## src/rtl/path_replica_pkg.sv

```systemverilog
package path_replica_pkg;
  // Output of one rewritten lookup stage
  function automatic logic stage_eval(input logic parity, input logic edge_c,
                                      input logic fix_c, input logic fixable);
    if (fixable && fix_c) return 1'b1;
    return parity ^ edge_c;
  endfunction
endpackage

```

## src/rtl/replica_launch.sv

```systemverilog
module replica_launch (
  input  logic clk_i,
  input  logic rst_ni,
  input  logic d_i,
  output logic q_o
);
  always_ff @(posedge clk_i or negedge rst_ni) begin
    if (!rst_ni) q_o <= 1'b0;
    else         q_o <= d_i;
  end
endmodule

```

## src/rtl/replica_stage.sv

```systemverilog
module replica_stage
  import path_replica_pkg::*;
#(
  parameter int unsigned SIDE_N  = 1,
  parameter bit          HAS_FIX = 1'b0,
  localparam int unsigned PW     = (SIDE_N > 0) ? SIDE_N : 1
) (
  input  logic          path_i,
  input  logic [PW-1:0] side_i,
  input  logic          edge_i,
  input  logic          fix_i,
  output logic          out_o
);
  logic parity;

  if (SIDE_N > 0) begin : g_side
    assign parity = path_i ^ (^side_i);
  end else begin : g_noside
    logic unused_side;
    assign unused_side = ^side_i;
    assign parity = path_i;
  end

  if (HAS_FIX) begin : g_fix
    assign out_o = stage_eval(parity, edge_i, fix_i, 1'b1);
  end else begin : g_nofix
    logic unused_fix;
    assign unused_fix = fix_i;
    assign out_o = stage_eval(parity, edge_i, 1'b0, 1'b0);
  end
endmodule

```

## src/rtl/replica_capture.sv

```systemverilog
module replica_capture (
  input  logic clk_i,
  input  logic rst_ni,
  input  logic path_i,
  input  logic check_i,
  input  logic expect_i,
  input  logic clr_i,
  output logic sink_o,
  output logic err_o
);
  logic match;
  logic fault;

  assign match = ~(sink_o ^ expect_i);
  assign fault = check_i & ~match;

  always_ff @(posedge clk_i or negedge rst_ni) begin
    if (!rst_ni) begin
      sink_o <= 1'b0;
      err_o  <= 1'b0;
    end else begin
      sink_o <= path_i;
      if (clr_i) err_o <= 1'b0;
      else       err_o <= err_o | fault;
    end
  end
endmodule

```

## src/rtl/path_replica.sv

```systemverilog
module path_replica #(
  parameter int unsigned           NUM_STAGES = 3,
  parameter int unsigned           LUT_K      = 4,
  parameter logic [NUM_STAGES-1:0] FIX_EN     = 'b010,
  localparam int unsigned SIDE_N = (LUT_K > 3) ? LUT_K - 3 : 0,
  localparam int unsigned SIDE_W = (SIDE_N > 0) ? NUM_STAGES * SIDE_N : 1
) (
  input  logic                  clk_i,
  input  logic                  rst_ni,
  input  logic                  launch_i,
  input  logic [SIDE_W-1:0]     side_i,
  input  logic [NUM_STAGES-1:0] edge_i,
  input  logic [NUM_STAGES-1:0] fix_i,
  input  logic                  check_i,
  input  logic                  expect_i,
  input  logic                  clr_i,
  output logic                  sink_o,
  output logic                  err_o
);
  localparam int unsigned PW = (SIDE_N > 0) ? SIDE_N : 1;

  logic [NUM_STAGES:0] node;
  logic                launch_q;

  replica_launch u_launch (
    .clk_i (clk_i),
    .rst_ni(rst_ni),
    .d_i   (launch_i),
    .q_o   (launch_q)
  );

  assign node[0] = launch_q;

  for (genvar s = 0; s < NUM_STAGES; s++) begin : g_stage
    logic [PW-1:0] side_s;
    if (SIDE_N > 0) begin : g_sl
      assign side_s = side_i[s*SIDE_N +: PW];
    end else begin : g_zero
      assign side_s = side_i[0];
    end

    replica_stage #(
      .SIDE_N (SIDE_N),
      .HAS_FIX(FIX_EN[s])
    ) u_stage (
      .path_i(node[s]),
      .side_i(side_s),
      .edge_i(edge_i[s]),
      .fix_i (fix_i[s]),
      .out_o (node[s+1])
    );
  end

  replica_capture u_capture (
    .clk_i   (clk_i),
    .rst_ni  (rst_ni),
    .path_i  (node[NUM_STAGES]),
    .check_i (check_i),
    .expect_i(expect_i),
    .clr_i   (clr_i),
    .sink_o  (sink_o),
    .err_o   (err_o)
  );
endmodule

```

## config.mk

```make
export PLATFORM = sky130hd
export DESIGN_NAME = path_replica
export DESIGN_NICKNAME = d
export VERILOG_FILES = /design/src/rtl/path_replica_pkg.sv /design/src/rtl/replica_launch.sv /design/src/rtl/replica_stage.sv /design/src/rtl/replica_capture.sv /design/src/rtl/path_replica.sv
export SDC_FILE = /design/constraint.sdc
export NUM_CORES = 1
export LEC_CHECK = 0
export ABC_AREA = 1
export CELL_PAD_IN_SITES_DETAIL_PLACEMENT = 1
export CELL_PAD_IN_SITES_GLOBAL_PLACEMENT = 1
export CORE_AREA = 3 3 40 42
export DETAILED_ROUTE_END_ITERATION = 10
export DIE_AREA = 0 0 43 45
export PLACE_DENSITY_LB_ADDON = 0.12
export SLEW_MARGIN = 10
export SYNTH_ARGS = -nofsm -noshare
export SYNTH_HDL_FRONTEND = slang
export SYNTH_SLANG_ARGS = --single-unit
```

## constraint.sdc

```tcl
create_clock -name clk_i -period 0.94 [get_ports clk_i]
set_input_delay 0.188 -clock clk_i [delete_from_list [all_inputs] [get_ports clk_i]]
set_output_delay 0.188 -clock clk_i [all_outputs]
set_load 0.05 [all_outputs]
```

==> summary.md, run 1 <==
The number of buffers on the longest clock path is 2, and the final cell area excluding filler cells is 412.9 µm². The cell type of the slowest stage on the worst timing path is sky130_fd_sc_hd__dfrtp_1. The number of hold buffers added after cts is 0. The warning count from the yosys run is 0. The floorplan has 13 rows.

The detailed-router iteration count before antenna repair came out at 1. The tools report the number of design-rule violations left by the first detailed-router iteration as 0. The startpoint class of the critical path is a flop. At the worst endpoint, the arrival time is 1160 ps.

The part of the power in registers was 27.0%. The completed layout was analyzed and its total power is 595.8 µW. The clock latency reported for the late side of the worst-skew pair came out at 230 ps. The worst reg2reg path depth was 8. Buffer cell driving the clock tree root: sky130_fd_sc_hd__clkbuf_4. The register-to-register setup slack was -100 ps.

For the area of the core, the log shows 1285 µm². The run finished, with violations left. For the worst setup path, the data required time is 1060 ps. The cell type contributing the most total cell area after synthesis was sky130_fd_sc_hd__dfrtp_1. The chip height was 45 µm; the number of nets in the finished design was 60.

Library cell appearing most often on the critical path: sky130_fd_sc_hd__nand2_1. Setup repair after global routing could not meet its margin everywhere. The final number of max-transition violations came out at 0.

The final wirelength is 549 µm. The filler-free cell count of the finished design was 59; the number of distinct library cells after synthesis was 10. The final routed DRC violation total was 0. For the maximum achievable frequency, the log shows 958.1 MHz. In this run the worst hold path is classified as in -> async.

Maximum number of pins on one net before global-route repair: 4. Setup slack after layout: -103.7 ps. Dividing the final minimum period by the clock period gives 111.0%. The number of placed instances, taps included, is 55. The signal on the critical path passes through inv_2 > nand2_1 > nand3b_1 > nand2_1 > nand2_2 > nand3_2 > nand2_1 > nand2_1. The transition at the pin with the smallest max-transition slack is 173.4 ps. The main flop type after synthesis is sky130_fd_sc_hd__dfrtp_1. The area of the die was 1935 µm²; the placer's final routability congestion estimate was 0.6160.

The post-synthesis register bit count was 3. The startpoint identified for the worst register-to-register timing path is u_launch.q_o. Internal power comes to 421.4 µW.

Setup violations remaining at the end of the flow were counted as 3. IR analysis of the VDD net gives a maximum drop of 0.0003817 V. The start-to-end type of the worst setup path was reg -> reg.

In the routed layout, each cell is associated on average with a via count of 3.780. Among all cell types in the netlist, the one instantiated most often is sky130_fd_sc_hd__nand2_1. The clock net sink count came out at 3. The run gives 14.61% as the initial core utilization.

Yosys attributes the largest share of cell area to sky130_fd_sc_hd__dfrtp_1 40%, sky130_fd_sc_hd__nand2_1 16%, sky130_fd_sc_hd__inv_1 10%. The worst clock skew was 1.951 ps; the post-placement cell area was 367.9 µm². The synthesized design devotes to its leading area cell type 40.00% of total area.

Net switching is 29.27% of the power. For the post-synthesis instance total, the log shows 26. After detailed routing, the average wire length per cell comes to 9.305 µm.

The first global-routing pass estimated 952 µm of wire. After clock tree synthesis, the clock-pin slew on the worst setup and hold paths is 40 ps. For the number of antenna-violating nets in the routed design, the log shows 0. Of all nets on the critical path, the largest fanout is 3. Counting instances in the post-synthesis netlist gives the leading cell types as 8 x sky130_fd_sc_hd__nand2_1, 5 x sky130_fd_sc_hd__inv_1, 3 x sky130_fd_sc_hd__dfrtp_1, 3 x sky130_fd_sc_hd__nand3_1, 2 x sky130_fd_sc_hd__xor2_1.

The number of global-route vias before repair is 239, and the number of buffer cells added on primary ports is 14. Endpoint of the lowest-slack register-to-register path: u_capture.sink_o. The checks that failed: setup timing. For the area occupied by multi-input gates, the log shows 113.9 µm².

The power density relative to cell area is 1443 nW/µm², and the static leakage power is 0.0001984 µW. Total global-route track usage: 7.244%. After global routing the overflow that remains totals 0. Per report_power, the clock group accounts for 37.0% of the total. Across the run, the number of max-cap violations was 0. Area growth from synthesis to layout: 120.0%. Mean instance size in the synthesized netlist: 7.218 µm². The final count of hold timing violations is 0, and the delay of the slowest cell on the worst path is 400 ps. Counting I/O delays and the setup requirement, the final critical path takes 1044 ps. The logs give 0 for the number of antenna violations at the first check in global routing and 32.13% for the utilization after layout. The fraction of power consumed by combinational cells was 36.0%; the antenna diode count was 0. Summing the sequential cell areas from Yosys gives 40.00% of the chip area. For the number of levels in the clock H-tree, the log shows 1.

The post-synthesis instance area is 187.7 µm². The number of setup buffers added after CTS is 0. The share of synthesized registers carrying an async set or reset is 100.0%, and the chip width is 43 µm. The sort of element at the end of the critical path was a flop.

Cells with a size suffix above 1 make up 25.00% of the layout. The tools report the total area of sequential cells as 76.32 µm². Detailed placement ended at an HPWL of 484.3 µm. For this design the total switching power over the nets is 174.4 µW. Yosys mapped a number of flops with a built-in enable equal to 0.

Detailed routing inserted a total of 223 vias. The filler cells instantiated in the layout total 153. The top-level port count is 17.

The worst pin sits at a relative slew slack of 88.40%. TritonCTS built the clock tree. For the post-synth net total, the log shows 41. The number of buffers inserted during clock tree synthesis was 3.
==> layout make-up <==
| class | count | share of cell area [%] |
|---|---|---|
| clock buffer | 4 | 6.364 |
| inverter | 5 | 4.545 |
| multi-input combinational | 18 | 27.58 |
| sequential | 3 | 18.48 |
| tap | 15 | 4.545 |
| timing repair buffer | 14 | 38.48 |
==> cells in the final DEF, fill, tap and decap left out <==
cell type / synthesis / layout
sky130_fd_sc_hd__nor2_1: 1 / 1
sky130_fd_sc_hd__nand2_1: 8 / 7
sky130_fd_sc_hd__buf_12: 0 / 2
sky130_fd_sc_hd__nand3_1: 3 / 1
sky130_fd_sc_hd__xnor2_2: 0 / 1
sky130_fd_sc_hd__dfrtp_2: 0 / 1
sky130_fd_sc_hd__clkbuf_1: 0 / 1
sky130_fd_sc_hd__inv_2: 0 / 1
sky130_fd_sc_hd__nand3b_1: 1 / 1
sky130_fd_sc_hd__clkbuf_4: 0 / 3
sky130_fd_sc_hd__dlygate4sd2_1: 0 / 1
sky130_fd_sc_hd__clkdlybuf4s50_1: 0 / 11
sky130_fd_sc_hd__a21oi_1: 1 / 1
sky130_fd_sc_hd__inv_1: 5 / 4
sky130_fd_sc_hd__nand2_2: 0 / 1
sky130_fd_sc_hd__xor2_1: 2 / 2
sky130_fd_sc_hd__dfrtp_1: 3 / 2
sky130_fd_sc_hd__nand4_1: 1 / 1
sky130_fd_sc_hd__nand3_2: 0 / 2
==> how the worst max path moves through the flow <==
| stage | start | endpoint | cells past startpoint |
|---|---|---|---|
| final | u_launch.q_o | u_capture.sink_o | 8 |
| after global routing | u_launch.q_o | u_capture.sink_o | 8 |
| after CTS | u_launch.q_o | u_capture.sink_o | 8 |
| after detailed placement | side_i[0] | u_capture.sink_o | 8 |
| after global placement | side_i[0] | u_capture.sink_o | 8 |
| after floorplan | u_capture.sink_o | u_capture.err_o | 3 |
==> through the flow <==
step                hold WS (ps)  setup WS (ps)  setup TNS, ps
floorplan                 -107.6         -18.50         -18.50
global placement           377.0         -352.5         -465.3
detailed placement         381.7         -390.8         -549.1
CTS                        136.0         -135.9         -242.1
global route               137.2         -193.7         -326.3
finish                     139.1         -103.7         -184.4
==> registers in the layout (all words and copies together), names as in the netlist <==
name and flops:
u_capture.sink_o 1, u_capture.err_o 1, u_launch.q_o 1
==> layer usage <==
| layer | track usage, % | routed length (µm) | vias to the layer above | part of all wire (%) |
|---|---|---|---|---|
| li1 | - | - | 115 | - |
| met1 | 6.506 | 193 | 103 | 35 |
| met2 | 11.38 | 332 | 5 | 60 |
| met3 | 2.789 | 24 | 0 | 4.4 |
| met4 | 9.036 | 0 | 0 | 0 |
| met5 | 0 | 0 | - | 0 |
==> power groups by stage <==
stage	Clock, µW	Sequential [µW]	Combinational [µW]
final	220	161	215
after global routing	239	163	232
after CTS	230	162	209
after detailed placement	0	163	207
after global placement	0	162	201
after floorplan	0	197	48.7
==> timing repair <==
item,4_1_cts,5_1_grt
setup endpoints to repair,3,3
pin swaps,1,1
gates resized for setup,2,4
==> cells by family (layout without fill, tap and decap cells) <==
| kind of cell | Yosys count | after routing | synth area share [%] |
|---|---|---|---|
| AOI/OAI and AO/OA | 1 | 1 | 2.664 |
| DFF | 3 | 3 | 40.00 |
| buffers and inverters | 5 | 23 | 10.00 |
| xor gates and xnor gates | 3 | 3 | 14.00 |
| and+or+nand+nor | 14 | 14 | 33.33 |
==> critical path, delay by kind of cell (launching register included) <==
family / cells / cell delay [ps]
flip-flops: 1 / 400
buffers and inverters: 1 / 70
AND/OR/NAND/NOR: 7 / 470
No activity file was read; power rests on OpenSTA's default activity.
==> inputs of run 2 (changes only) <==
==> constraint.sdc (replaced) <==
create_clock -name clk_i -period 0.8 [get_ports clk_i]
set_input_delay 0.16 -clock clk_i [delete_from_list [all_inputs] [get_ports clk_i]]
set_output_delay 0.16 -clock clk_i [all_outputs]
set_load 0.05 [all_outputs]
==> summary.md, run 2 (synthesis results as in run 1) <==
The flow ran to the end, but the final reports show violations. Failing checks: setup timing (unchanged). The path class of the lowest-slack min-delay path is in -> async (unchanged). The max-capacitance violation count is 0 (unchanged), and the clock latency reported for the late side of the worst-skew pair is 230 ps (about the same). The commonest non-fill, non-tap cell in the layout is sky130_fd_sc_hd__clkdlybuf4s50_1 (unchanged).

The number of hold buffers added after cts was 0 (unchanged); the maximum achievable frequency was 950.2 MHz (was 958.1 MHz). The clock net sink count is 3 (unchanged). The run gives 59 (unchanged) as the filler-free cell count of the finished design. The run gives 1 (unchanged) as the number of levels in the clock H-tree.

Most used cells in the layout excluding fill and tap cells: 11 x sky130_fd_sc_hd__clkdlybuf4s50_1, 8 x sky130_fd_sc_hd__nand2_1, 5 x sky130_fd_sc_hd__inv_1 (was 11 x sky130_fd_sc_hd__clkdlybuf4s50_1, 7 x sky130_fd_sc_hd__nand2_1, 4 x sky130_fd_sc_hd__inv_1). Number of nets in the finished design: 60 (unchanged). The largest driver fanout on the critical path is 3 (unchanged). The origin of the worst setup path is u_launch.q_o (unchanged). The area growth from synthesis to layout was 116.7% (was 120.0%); the number of instances in the placed design was 55 (unchanged). The logs give 0 (unchanged) for the antenna diode count and 1 (unchanged) for the detailed-router iteration count before antenna repair. The data arrival at the endpoint of the critical path was 1160 ps (about the same).

The buffer cell driving the clock tree root was sky130_fd_sc_hd__clkbuf_4 (unchanged). The required time at the worst-slack endpoint is 910 ps (was 1060 ps). Largest registers: u_capture.err_o: 1 flops, u_capture.sink_o: 1 flops, u_launch.q_o: 1 flops (unchanged).

The wire length per cell is 9.831 µm (was 9.305 µm), and the top-level port count is 17 (unchanged). The number of buffer cells added on primary ports was 14 (unchanged). The transition at the pin with the smallest max-transition slack is 225.5 ps (was 173.4 ps), and the number of antenna-violating nets in the routed design is 0 (unchanged). The final count of hold timing violations was 0 (unchanged). Minimum period implied by the final worst setup slack: 1052 ps (was 1044 ps).

The final critical-path share of the clock period works out to 131.6% (was 111.0%). The area occupied by multi-input gates is 103.9 µm² (was 113.9 µm²), and the number of global-route vias before repair is 262 (was 239). The minimum setup slack after placement was -500.5 ps (was -390.8 ps); the final wirelength was 580 µm (was 549 µm). The peak ir drop on the vdd network is 0.0008044 V (was 0.0003817 V), and the worst clock skew is 5.524 ps (was 1.951 ps). The final routed DRC violation total came out at 0 (unchanged).

The run gives 6.994% (was 7.244%) as the total global-route track usage. The clock slew seen by the registers of the worst setup and hold paths is 40 ps (about the same), and the number of buffers on the longest clock path is 2 (unchanged). TritonCTS built the clock tree.

The initial core utilization is 14.61% (unchanged), and the relative slew slack is 84.86% (was 88.40%). The register-to-register setup slack was -250 ps (was -100 ps). The total area of sequential cells was 76.32 µm² (unchanged).

The number of placement rows is 13 (unchanged), and the chip height is 45 µm (unchanged). Vias per cell: 3.881 (was 3.780). Startpoint class of the critical path: a flop (unchanged).

The area of the core is 1285 µm² (unchanged). The setup slack after layout was -252.4 ps (was -103.7 ps). The sort of element at the end of the critical path was a flop (unchanged).

The run gives 4 (was 3) as the number of endpoints failing setup at the final stage. The capturing instance or port of the critical path was u_capture.sink_o (unchanged). The worst reg2reg path depth is 8 (unchanged), and the static leakage power is 0.0002013 µW (was 0.0001984 µW). Number of fill cells: 159 (was 153). The logs give 0 (unchanged) for the number of antenna violations at the first check in global routing and 0 (unchanged) for the number of design-rule violations left by the first detailed-router iteration. The post-layout total power was 698.3 µW (was 595.8 µW); the chip width was 43 µm (unchanged).

Setup repair after global routing could not meet its margin everywhere. The start-to-end type of the worst setup path is reg -> reg (unchanged). The logs give 496.5 µm (was 484.3 µm) for the HPWL after detailed placement and 1014 µm (was 952 µm) for the wire length of the first global-routing pass.

Source of the worst register-to-register timing path: u_launch.q_o (unchanged). The power density relative to cell area is 1717 nW/µm² (was 1443 nW/µm²), and the number of buffers inserted during clock tree synthesis is 3 (unchanged). The share of layout cells above drive strength 1 works out to 18.18% (was 25.00%). The utilization after layout is 31.65% (was 32.13%). The tools report the detailed-route via count as 229 (was 223). The global route total overflow is 0 (unchanged), and the final number of max-transition violations is 0 (unchanged).

Placer's final routability congestion estimate: 0.6104 (was 0.6160). The run gives -640.7 ps (was -184.4 ps) as the final-layout setup total negative slack. For the maximum number of pins on one net before global-route repair, the log shows 4 (unchanged). Endpoint of the lowest-slack register-to-register path: u_capture.sink_o (unchanged). For the area of the die, the log shows 1935 µm² (unchanged).
[run 2: critical path, stage by stage, from the launching register on]
cell and delay, ps:
sky130_fd_sc_hd__dfrtp_1 390, sky130_fd_sc_hd__inv_1 80, sky130_fd_sc_hd__nand2_1 50, sky130_fd_sc_hd__nand3b_1 120, sky130_fd_sc_hd__nand2_1 60, sky130_fd_sc_hd__nand2_1 70, sky130_fd_sc_hd__nand3_1 60, sky130_fd_sc_hd__nand2_1 60
sky130_fd_sc_hd__nand2_1 50
[run 2: through the flow]
step / hold WS [ps] / cell area [µm²]
finish: 106.8 / 406.6
global route: 112.1 / 406.6
CTS: 102.3 / 394.1
detailed placement: 351.8 / 367.9
global placement: 348.5 / 367.9
floorplan: -135.6 / 188.9
[run 2: how the worst min path moves through the flow]
| stage | start | to | slack (ps) |
|---|---|---|---|
| 2_1_floorplan | rst_ni | u_capture.err_o | -140 |
| 6_report | rst_ni | u_capture.err_o | 110 |
| 3_5_place_dp | rst_ni | u_launch.q_o | 350 |
| 5_1_grt | rst_ni | u_capture.err_o | 110 |
| 4_1_cts | rst_ni | u_capture.err_o | 100 |
| 3_3_place_gp | rst_ni | u_capture.err_o | 350 |
[run 2: layout make-up]
type                            count  area share (%)
Clock buffer                        4           6.462
Inverter                            5           4.615
Multi-Input combinational cell     18           25.54
Sequential cell                     3           18.77
Tap cell                           15           4.615
Timing Repair Buffer               14           40.00
[run 2: where the power goes]
part | leakage [µW] | internal [µW] | switching [µW]
registers | 0.0000356 | 171 | 19.4
clock network | 0.0000150 | 187 | 76.6
logic | 0.000151 | 134 | 111
[run 2: layer usage]
layer,GRT usage (%),wire (µm),up-vias
met5,0,0,-
met4,3.614,0,0
met3,2.789,25,0
met2,12.57,358,5
met1,6.988,196,108
li1,-,-,116
[run 2: timing repair]
| item | CTS | global route |
|---|---|---|
| endpoints found under the setup margin | 4 | 4 |
| resized for setup | 0 | 3 |
| buffers inserted | 0 | 0 |
| cloned | 0 | 0 |
==> inputs of run 3 (changes only) <==
==> constraint.sdc (replaced) <==
create_clock -name clk_i -period 1.2 [get_ports clk_i]
set_input_delay 0.24 -clock clk_i [delete_from_list [all_inputs] [get_ports clk_i]]
set_output_delay 0.24 -clock clk_i [all_outputs]
set_load 0.05 [all_outputs]
==> summary.md, run 3 (synthesis results as in run 1) <==
The chip height is 45 µm (unchanged). Startpoint class of the critical path: an input port (was a flop). The path class of the lowest-slack min-delay path was in -> async (unchanged). The final routed DRC violation total came out at 0 (unchanged). For the final wirelength, the log shows 544 µm (was 580 µm). The area of the die came out at 1935 µm² (unchanged). The sort of element at the end of the critical path was a flop (unchanged).

The source of the worst register-to-register timing path is u_launch.q_o (unchanged). The area growth from synthesis to layout works out to 110.7% (was 116.7%). The tools report the number of buffers on the longest clock path as 2 (unchanged). For the number of nets in the finished design, the log shows 60 (unchanged).

The run gives 0 (unchanged) as the number of antenna violations at the first check in global routing. The worst clock skew is 3.871 ps (was 5.524 ps), and the combined buffer and inverter count along the critical path is 2 (was 1). The wire length per cell is 9.220 µm (was 9.831 µm), and the number of placement rows is 13 (unchanged). The maximum number of pins on one net before global-route repair is 4 (unchanged). The tools report the initial core utilization as 14.61% (unchanged). The placer's final routability congestion estimate came out at 0.6152 (was 0.6104).

The kind of cell adding the most delay to the critical path is buffers and inverters (was simple AND/OR/NAND/NOR gates). Largest registers: u_capture.err_o: 1 flops, u_capture.sink_o: 1 flops, u_launch.q_o: 1 flops (unchanged). The area of the core was 1285 µm² (unchanged). The maximum achievable frequency is 939.3 MHz, and the global route total overflow is 0 (unchanged).

The cell type of the slowest stage on the worst timing path was sky130_fd_sc_hd__clkdlybuf4s50_1 (was sky130_fd_sc_hd__dfrtp_1). The buffer cell driving the clock tree root was sky130_fd_sc_hd__clkbuf_4 (unchanged). Number of buffers inserted during clock tree synthesis: 3 (unchanged). The setup slack after layout was 135.4 ps (was -252.4 ps); the minimum period implied by the final worst setup slack was 1065 ps.

The detailed-router iteration count before antenna repair was 2 (was 1); the number of design-rule violations left by the first detailed-router iteration was 2 (was 0). The required time at the worst-slack endpoint is 1310 ps (was 910 ps). The number of antenna-violating nets in the routed design was 0 (unchanged). The delay of the slowest cell on the worst path is 420 ps (was 390 ps). The logs give 0 (unchanged) for the post-CTS resize count and 0 (unchanged) for the final number of max-transition violations. Setup repair after global routing left no endpoint under its margin.

The chip width works out to 43 µm (unchanged). The antenna diode count was 0 (unchanged). The run gives 0 (unchanged) as the final count of hold timing violations. TritonCTS built the clock tree. The worst reg2reg path depth works out to 8 (unchanged). The flow ran to the end, and the final reports show no timing, DRC or antenna violations. Total length of routed met2 wires: 329 µm (was 358 µm). The tools report the HPWL after detailed placement as 507.2 µm (was 496.5 µm). Most used cells in the layout excluding fill and tap cells: 11 x sky130_fd_sc_hd__clkdlybuf4s50_1, 8 x sky130_fd_sc_hd__nand2_1, 5 x sky130_fd_sc_hd__inv_1 (unchanged). Start-to-end type of the worst setup path: in -> reg (was reg -> reg).

The commonest non-fill, non-tap cell in the layout was sky130_fd_sc_hd__clkdlybuf4s50_1 (unchanged). Cells along the critical path: clkdlybuf4s50_1 > xnor2_1 > inv_1 > nand2_1 > nand3_1 > nand2_1 > nand2_1 (was inv_1 > nand2_1 > nand3b_1 > nand2_1 > nand2_1 > nand3_1 > nand2_1 > nand2_1). The number of levels in the clock H-tree is 1 (unchanged). The clock latency reported for the late side of the worst-skew pair was 230 ps (about the same); the number of endpoints failing setup at the final stage was 0 (was 4).

The run gives 225 (was 229) as the detailed-route via count. The largest driver fanout on the critical path came out at 2 (was 3). The number of hold buffers added after cts was 0 (unchanged); the number of fill cells was 160 (was 159). The clock slew seen by the registers of the worst setup and hold paths is 40 ps (about the same), and the transition at the pin with the smallest max-transition slack is 179.2 ps (was 225.5 ps).

The library cell appearing most often on the critical path was sky130_fd_sc_hd__nand2_1 (unchanged). Top-level port count: 17 (unchanged). Power density relative to cell area: 1153 nW/µm² (was 1717 nW/µm²). Final critical-path share of the clock period: 88.72%. The wire length of the first global-routing pass was 917 µm (was 1014 µm).

The highest metal layer with signal wires is met3 (unchanged). The wire length on met3 was 36 µm (was 25 µm); the final-layout setup total negative slack was 0 ps (was -640.7 ps). The vias per cell works out to 3.814 (was 3.881). The clock net sink count was 3 (unchanged); the data arrival at the endpoint of the critical path was 1180 ps (was 1160 ps). The logs give 6.417% (was 6.994%) for the total global-route track usage and 0 (unchanged) for the setup fix buffers added after clock tree synthesis. The peak ir drop on the vdd network was 0.0004890 V (was 0.0008044 V); the depth of the critical timing path with buffers and inverters included was 7 (was 8).

The tightest hold margin was 189.0 ps (was 106.8 ps); the max-capacitance violation count was 0 (unchanged). The static leakage power came out at 0.0001983 µW (was 0.0002013 µW). The tools report the number of global-route vias before repair as 251 (was 262). For the minimum setup slack after placement, the log shows -163.3 ps (was -500.5 ps). The relative slew slack was 87.97% (was 84.86%); the number of buffer cells added on primary ports was 14 (unchanged).

The origin of the worst setup path is edge_i[0] (was u_launch.q_o). The share of layout cells above drive strength 1 is 11.36% (was 18.18%). The tools report the met1 layer wirelength in the final routing as 179 µm (was 196 µm).
[run 3: path summary, 6_finish.rpt]
kind | endpoint | slack (ps)
worst max-delay path | u_capture.sink_o | 140
worst min-delay path | u_capture.err_o | 190
worst max register to register | u_capture.sink_o | 160
worst min register to register | u_capture.err_o | 580
max in group asynchronous | u_capture.sink_o | 870
min in group clk_i | u_launch.q_o | 460
[run 3: metal layers]
metal  vias to the layer above  global-route usage (%)
li1                        115                       -
met1                       103                   6.280
met2                         7                   11.08
met3                         0                   3.187
met4                         0                   3.614
met5                         -                       0
[run 3: cell type report]
| cell class | count | area (µm²) | share of cell area [%] |
|---|---|---|---|
| Clock buffer | 4 | 26.28 | 6.646 |
| Tap cell | 15 | 18.77 | 4.747 |
| Inverter | 5 | 18.77 | 4.747 |
| Multi-Input combinational cell | 18 | 93.84 | 23.73 |
| Timing Repair Buffer | 14 | 162.7 | 41.14 |
| Sequential cell | 3 | 75.07 | 18.99 |
[run 3: report_power, final]
group          switching [µW]  internal [µW]
clock network            47.3            124
registers                12.6            113
logic                    70.8           87.8
total                     131            325
[run 3: worst register-to-register path, cell delays in order (launching register included)]
cell and delay, ps:
sky130_fd_sc_hd__dfrtp_1 390, sky130_fd_sc_hd__inv_1 80, sky130_fd_sc_hd__nand2_1 50, sky130_fd_sc_hd__nand3b_1 100
sky130_fd_sc_hd__nand2_1 60, sky130_fd_sc_hd__nand2_1 70, sky130_fd_sc_hd__nand3_1 70, sky130_fd_sc_hd__nand2_1 60
sky130_fd_sc_hd__nand2_1 40
[run 3: metrics by stage]
stage	cells	power, µW	utilization, %	cell area (µm²)
2_1_floorplan	26	191.5	-	187.7
3_3_place_gp	55	282.7	28.53	366.6
3_5_place_dp	55	288.8	28.53	366.6
4_1_cts	59	467.9	30.57	392.9
5_1_grt	59	491.6	30.77	395.4
6_report	59	455.7	30.77	395.4
